$ cat config.mk
export PLATFORM = sky130hd
export DESIGN_NAME = rtc_alarm_pair
export DESIGN_NICKNAME = d
export VERILOG_FILES = /design/src/rtl/rtc_alarm_pkg.sv /design/src/rtl/rtc_time_field_cmp.sv /design/src/rtl/rtc_daydate_cmp.sv /design/src/rtl/rtc_alarm_unit.sv /design/src/rtl/rtc_alarm_pair.sv
export SDC_FILE = /design/constraint.sdc
export NUM_CORES = 1
export LEC_CHECK = 0
export ABC_AREA = 1
export BUFFER_PORTS_ARGS = -buffer_cell sky130_fd_sc_hd__buf_4
export CAP_MARGIN = 40
export CORE_MARGIN = 2
export CORE_UTILIZATION = 39
export DETAILED_ROUTE_END_ITERATION = 7
export PLACE_DENSITY = 0.81
export SYNTH_ARGS = -nofsm -noshare
export SYNTH_HDL_FRONTEND = slang
export SYNTH_SLANG_ARGS = --single-unit
$ cat constraint.sdc
create_clock -name clk -period 1.2 [get_ports clk]
set_input_delay 0.12 -clock clk [delete_from_list [all_inputs] [get_ports clk]]
set_output_delay 0.12 -clock clk [all_outputs]
set_load 0.03 [all_outputs]
$ cat src/rtl/rtc_alarm_pkg.sv
// Package: shared widths, bit positions and byte type for the alarm comparator.
package rtc_alarm_pkg;
    localparam int BYTE_W   = 8;
    localparam int MASK_POS = 7;    // mask bit in every alarm byte
    localparam int SEL_POS  = 6;    // day(1)/date(0) select in day/date bytes
    localparam int TIME_W   = MASK_POS;  // compared width of a time byte
    localparam int DD_W     = SEL_POS;   // compared width of a day/date byte
    typedef logic [BYTE_W-1:0] rbyte_t;
endpackage

$ cat src/rtl/rtc_time_field_cmp.sv
// Compares one seconds/minutes/hours alarm byte with the current byte.
// Assumes: bit MASK_POS of the alarm byte is the mask. The rest of the byte
// is compared with the whole current byte, whose top bit is expected to be 0.
module rtc_time_field_cmp
    import rtc_alarm_pkg::*;
(
    input  rbyte_t alm,
    input  rbyte_t cur,
    output logic   hit
);
    rbyte_t ref_val;

    // Purpose: build the compare value with the mask bit cleared.
    always_comb begin
        ref_val = {1'b0, alm[TIME_W-1:0]};
    end

    // Purpose: a masked byte always matches, otherwise an exact match is needed.
    always_comb begin
        hit = alm[MASK_POS] | (cur == ref_val);
    end
endmodule

$ cat src/rtl/rtc_daydate_cmp.sv
// Compares a day/date alarm byte with either the day of week or the date.
// Assumes: bit MASK_POS is the mask and bit SEL_POS picks the day of week (1)
// or the date of month (0). The low DD_W bits hold the value.
module rtc_daydate_cmp
    import rtc_alarm_pkg::*;
(
    input  rbyte_t alm,
    input  rbyte_t cur_day,
    input  rbyte_t cur_date,
    output logic   hit
);
    localparam int PAD_W = BYTE_W - DD_W;

    rbyte_t ref_val;
    rbyte_t picked;

    // Purpose: zero-extend the stored value and select the current field.
    always_comb begin
        ref_val = {{PAD_W{1'b0}}, alm[DD_W-1:0]};
        picked  = alm[SEL_POS] ? cur_day : cur_date;
    end

    // Purpose: a masked byte matches, otherwise the selected field must be equal.
    always_comb begin
        hit = alm[MASK_POS] | (picked == ref_val);
    end
endmodule

$ cat src/rtl/rtc_alarm_unit.sv
// One alarm: compares the time bytes and the day/date byte, and keeps a
// sticky flag. Assumes: tick is a one-cycle strobe. A set from a match
// takes priority over the clear strobe in the same cycle. An alarm with no
// seconds byte is given a fixed unmasked 00h seconds byte by its parent.
module rtc_alarm_unit
    import rtc_alarm_pkg::*;
#(
    parameter int N_TIME = 3   // number of time bytes (sec, min, hour)
) (
    input  logic   clk,
    input  logic   rst_n,
    input  logic   tick,
    input  logic   clr,
    input  rbyte_t alm_time [N_TIME],
    input  rbyte_t cur_time [N_TIME],
    input  rbyte_t alm_dd,
    input  rbyte_t cur_day,
    input  rbyte_t cur_date,
    output logic   flag
);
    logic [N_TIME-1:0] time_hit;
    logic              dd_hit;
    logic              match;

    // One comparator per time byte.
    for (genvar i = 0; i < N_TIME; i++) begin : g_time
        rtc_time_field_cmp u_cmp (
            .alm (alm_time[i]),
            .cur (cur_time[i]),
            .hit (time_hit[i])
        );
    end

    rtc_daydate_cmp u_dd (
        .alm      (alm_dd),
        .cur_day  (cur_day),
        .cur_date (cur_date),
        .hit      (dd_hit)
    );

    // Purpose: the alarm matches when every byte matches.
    always_comb begin
        match = (&time_hit) & dd_hit;
    end

    // Purpose: sticky flag, set on a checked match and cleared by the strobe.
    always_ff @(posedge clk) begin
        if (!rst_n) begin
            flag <= 1'b0;
        end else begin
            flag <= (flag & ~clr) | (tick & match);
        end
    end
endmodule

$ cat src/rtl/rtc_alarm_pair.sv
// Top: two alarms and the active-low interrupt combiner.
// Assumes: the calendar bytes are stable around tick. Alarm 2 has no seconds
// byte, so its seconds byte is tied to an unmasked 00h.
module rtc_alarm_pair
    import rtc_alarm_pkg::*;
(
    input  logic       clk,
    input  logic       rst_n,
    input  logic       tick,
    input  logic [7:0] cur_sec,
    input  logic [7:0] cur_min,
    input  logic [7:0] cur_hour,
    input  logic [7:0] cur_day,
    input  logic [7:0] cur_date,
    input  logic [7:0] a1_sec,
    input  logic [7:0] a1_min,
    input  logic [7:0] a1_hour,
    input  logic [7:0] a1_dd,
    input  logic [7:0] a2_min,
    input  logic [7:0] a2_hour,
    input  logic [7:0] a2_dd,
    input  logic       ien1,
    input  logic       ien2,
    input  logic       int_mode,
    input  logic       clr1,
    input  logic       clr2,
    output logic       flag1,
    output logic       flag2,
    output logic       irq_n
);
    localparam int N_TIME = 3;

    rbyte_t a1_time  [N_TIME];
    rbyte_t a2_time  [N_TIME];
    rbyte_t now_time [N_TIME];
    logic   req1;
    logic   req2;

    // Purpose: gather the time bytes in sec/min/hour order.
    always_comb begin
        now_time[0] = cur_sec;
        now_time[1] = cur_min;
        now_time[2] = cur_hour;
        a1_time[0]  = a1_sec;
        a1_time[1]  = a1_min;
        a1_time[2]  = a1_hour;
        a2_time[0]  = '0;
        a2_time[1]  = a2_min;
        a2_time[2]  = a2_hour;
    end

    rtc_alarm_unit #(.N_TIME(N_TIME)) u_alarm1 (
        .clk      (clk),
        .rst_n    (rst_n),
        .tick     (tick),
        .clr      (clr1),
        .alm_time (a1_time),
        .cur_time (now_time),
        .alm_dd   (a1_dd),
        .cur_day  (cur_day),
        .cur_date (cur_date),
        .flag     (flag1)
    );

    rtc_alarm_unit #(.N_TIME(N_TIME)) u_alarm2 (
        .clk      (clk),
        .rst_n    (rst_n),
        .tick     (tick),
        .clr      (clr2),
        .alm_time (a2_time),
        .cur_time (now_time),
        .alm_dd   (a2_dd),
        .cur_day  (cur_day),
        .cur_date (cur_date),
        .flag     (flag2)
    );

    // Purpose: per-alarm interrupt requests, then the active-low output.
    always_comb begin
        req1  = flag1 & ien1;
        req2  = flag2 & ien2;
        irq_n = ~(int_mode & (req1 | req2));
    end
endmodule

### Yosys cells after proc, flatten, opt, wreduce, memory -nomap -nowiden

Cells that the tools add are included.

* register bits: 2
* input port bits: 104
* output and inout port bits: 3
* logic and storage cells: 36

* eq/ne operators: 7
* mux-type cells: 2
* bitwise operators: 22
* reductions and logical operators: 3

Operators with widths (count)
* $eq 8x7->1: 5
* $eq 8x6->1: 2
* $mux 8: 2
* $or 1x1->1: 10
* $and 1x1->1: 9
* $logic_not 8->1: 1
* $reduce_and 3->1: 2
* $not 1->1: 3

### Longest topological paths before layout

* depth in word-level cells: 6
* gate-level depth with buffers: 12
* mapped depth without buffers: 12

### Hierarchy

From an unflattened synthesis, not the netlist that was laid out.

* cell total of the unflattened synthesis: 401
* area total of the unflattened synthesis: 1657.8 µm²

By module, submodules not included
* rtc_time_field_cmp: times used 6, cells an instance 43, area an instance 165.2 µm², sequential area each 0.0 µm²
* rtc_daydate_cmp: times used 2, cells an instance 60, area an instance 270.3 µm², sequential area each 0.0 µm²
* rtc_alarm_unit: times used 2, cells an instance 9, area an instance 53.8 µm², sequential area each 20.0 µm²
* rtc_alarm_pair: times used 1, cells an instance 5, area an instance 18.8 µm², sequential area each 0.0 µm²

### Worst setup path before layout

OpenSTA, ideal clock, no wires.

* path kind: register -> output
* start point: register u_alarm2.flag
* end point: output port irq_n
* data arrival time: 868 ps
* data required time: 1080 ps
* setup slack: 212 ps
* cell stages (with the launch flop): 3
* buffers on the path: 0
* cells stage by stage: dfxtp_1 -> a22o_1 -> nand2_1

* word-level cells in the longest chain between the ends: 4

RTL lines
* start: declaration: RTL line rtc_alarm_unit.sv:19 `output logic flag`
* start signal: assignment: RTL line rtc_alarm_unit.sv:51 `flag <= (flag & ~clr) | (tick & match);`
* $and 1x1->1: RTL line rtc_alarm_pair.sv:81 `req2 = flag2 & ien2;`
* $or 1x1->1: RTL line rtc_alarm_pair.sv:82 `irq_n = ~(int_mode & (req1 | req2));`
* $and 1x1->1: RTL line rtc_alarm_pair.sv:82
* $not 1->1: RTL line rtc_alarm_pair.sv:82
* end: declaration: RTL line rtc_alarm_pair.sv:29 `output logic irq_n`

Every way passes these cells.

### Worst setup path after layout

Same ends and word-level chain as after synthesis.

==> impl_metrics.ini <==
[drt]
vias_per_cell = 4.249
routed_wirelength_mm = 3.824
drt-pass1-iter-count = 4
antenna_left = 0
vias = 1895
drtIter0Drc = 49
drcViolationCount = 0
wl_per_cell_um = 8.574

[sta]
finalHoldViolCount = 0
tns_ns = 0
fmax_ghz = 0.9394
tightestPinTransition_ns = 0.1985
slew_viol_final = 0
rsz0062_at_grt = false
finClkSkew_ns = 0
slew_headroom_pct = 86.66
setup_viol = 0
min_period_over_period_pct = 88.71
layout_setup_ws_ns = 0.1355
period_needed_ns = 1.064

[run_status]
status = finished, final reports clean

[synthesis]
ys_seq_area_share_pct = 3.125
synth.avg_cell_area_sq_um = 4.343
ys_seq_elements = 2
synth_area_leaders = nand2_1 45%, inv_1 20%, nor2_1 6.7%
async_flop_share_pct = 0
synth_largest_area_cell = nand2_1
synth.net_count = 399
synth_area_sq_um = 1281
synth.distinct_cells = 21
synth-edff-count = 0
yosys_warnings = 0
synth_flop_cell = dfxtp_1
synth_top_cell_area_share_pct = 44.53
postSynthCellCount = 295

[cts]
insertion_delay_ns = 0.22
ctsLongestPathBuffers = 2
htreeDepth = 1
clock_sinks = 2
cts_tree = built
clkTransAtPathRegs_ns = 0.03
postCtsSetupRepairBufs = 0
cts_hold_buf = 0
numCtsBuffers = 3
cts-root-buf = clkbuf_4
cts_resized = 0

[global_routing]
antenna_found_initial = 0
grt_overflow = 0
grt_pass1_wl_mm = 6.009
grt_usage_pct = 20.71
grt_pass1_vias = 1555
grt_max_degree = 12

[floorplan]
core_area_sq_um = 3078
die-area_sq_um = 3760
die_y_um = 61.32
die_x_um = 61.32
io_pins = 107
start_util_pct = 41.63
row_count = 20

[critical_path]
cpMaxStageDelayCell = dfxtp_1
worstSetupPathType = reg2out
worst-path-max-fanout = 3
path_cells = a22o_1, nand2_1, buf_4
cp-start-kind = flop
max_stage_delay_ns = 0.32
worstPathRequired_ns = 1.08
end_kind = primary output
arrival_ns = 0.94

[pwr]
cellLeakagePower_nw = 1.427
power.density_nw_per_um2 = 381.8
ir_worst_vdd_mv = 0.2058

[finish]
antenna_cells = 0
multiInputGateArea_sq_um = 957.2
fill_cells = 318
drive_above_1_share_pct = 28.61
seqCellArea_sq_um = 40.04
nets = 508
area_delta_synth_final_pct = 66.41

[place]
gp_congestion = 0.8469
place_ws_ns = 0.03367
hpwl_mm = 3.463
portBuffers = 106

[job]
maxCapViolations = 0

[hold_path]
hp-class = in2reg
[worst max-delay path: cells and delay by family, from the launching register on]
family / cells / cell delay [ns]
buffers and inverters: 1 / 0.15
AOI/OAI and AO/OA: 1 / 0.21
DFF: 1 / 0.32
and+or+nand+nor: 1 / 0.05
[cell usage after synthesis, types with 2 or more instances]
library cell and number:
a21oi_1 3, buf_6 2, dfxtp_1 2, inv_1 68, nand2_1 152, nand2_2 3
nand3_1 16, nand3b_1 4, nand4_1 2, nor2_1 23, o21ai_0 3, o21ai_1 2
xnor2_1 7
[worst paths after layout]
path | startpoint | end | slack (ns) | cells past startpoint
max reg2reg | u_alarm2.flag | u_alarm2.flag | 0.58 | 2
min reg2reg | u_alarm1.flag | u_alarm1.flag | 0.49 | 2
min | rst_n | u_alarm2.flag | 0.14 | 3
max | u_alarm2.flag | irq_n | 0.14 | 3
[per-stage QoR]
stage / total power, mW / cell area, sq um / cells / util, % / hold slack (ns)
final: 0.8140 / 2132 / 446 / 69.27 / 0.1358
after CTS: 0.8280 / 2132 / 446 / 69.27 / 0.1283
after detailed placement: 0.6695 / 2110 / 443 / 68.54 / 0.3647
after global routing: 0.9105 / 2132 / 446 / 69.27 / 0.1592
after floorplan: 0.3421 / 1281 / 295 / - / 0.2602
after global placement: 0.6635 / 2110 / 443 / 68.54 / 0.3631
[layout make-up]
type | instances | share of cell area [%]
well taps | 44 | 2.582
inverters | 69 | 12.27
repair buffers | 106 | 37.32
clock buffers | 3 | 1.056
multi-input cells | 222 | 44.89
flip-flops and latches | 2 | 1.878
[logic make-up (layout without fill, tap and decap cells)]
family | Yosys count | count (layout) | share of synthesized area [%]
XOR/XNOR | 8 | 8 | 5.469
flip-flops | 2 | 2 | 3.125
buffers and inverters | 71 | 178 | 22.17
AO/OA/AOI/OAI | 12 | 12 | 5.664
AND/OR/NAND/NOR | 202 | 202 | 63.57
[flip-flops by register name (all words and copies together) (netlist names)]
register,flops
u_alarm2.flag,1
u_alarm1.flag,1
[where the power goes]
group	switching (mW)	leakage, nW	internal [mW]
sequential	0.000462	0.0161	0.0676
clock	0.0374	0.0138	0.110
combinational	0.257	1.40	0.341
total	0.295	1.43	0.519
[cells in the final DEF (no fill, tap or decap), types with 2 or more instances in the layout]
master	synthesis	final
xnor2_1	7	7
nand3_1	16	16
buf_4	0	106
nand4_1	2	2
a21oi_1	3	3
o21ai_0	3	3
nand3b_1	4	4
dfxtp_1	2	2
o21ai_1	2	2
clkbuf_4	0	3
inv_1	68	68
nand2_1	152	152
nor2_1	23	23
nand2_2	3	3
[layer usage]
metal,global-route usage [%],vias up,part of all wire (%)
li1,-,1073,-
met1,25.85,752,44
met2,35.56,66,46
met3,2.521,4,8.8
met4,9.006,0,1.5
met5,0,-,0
No activity file was read; power rests on OpenSTA's default activity.
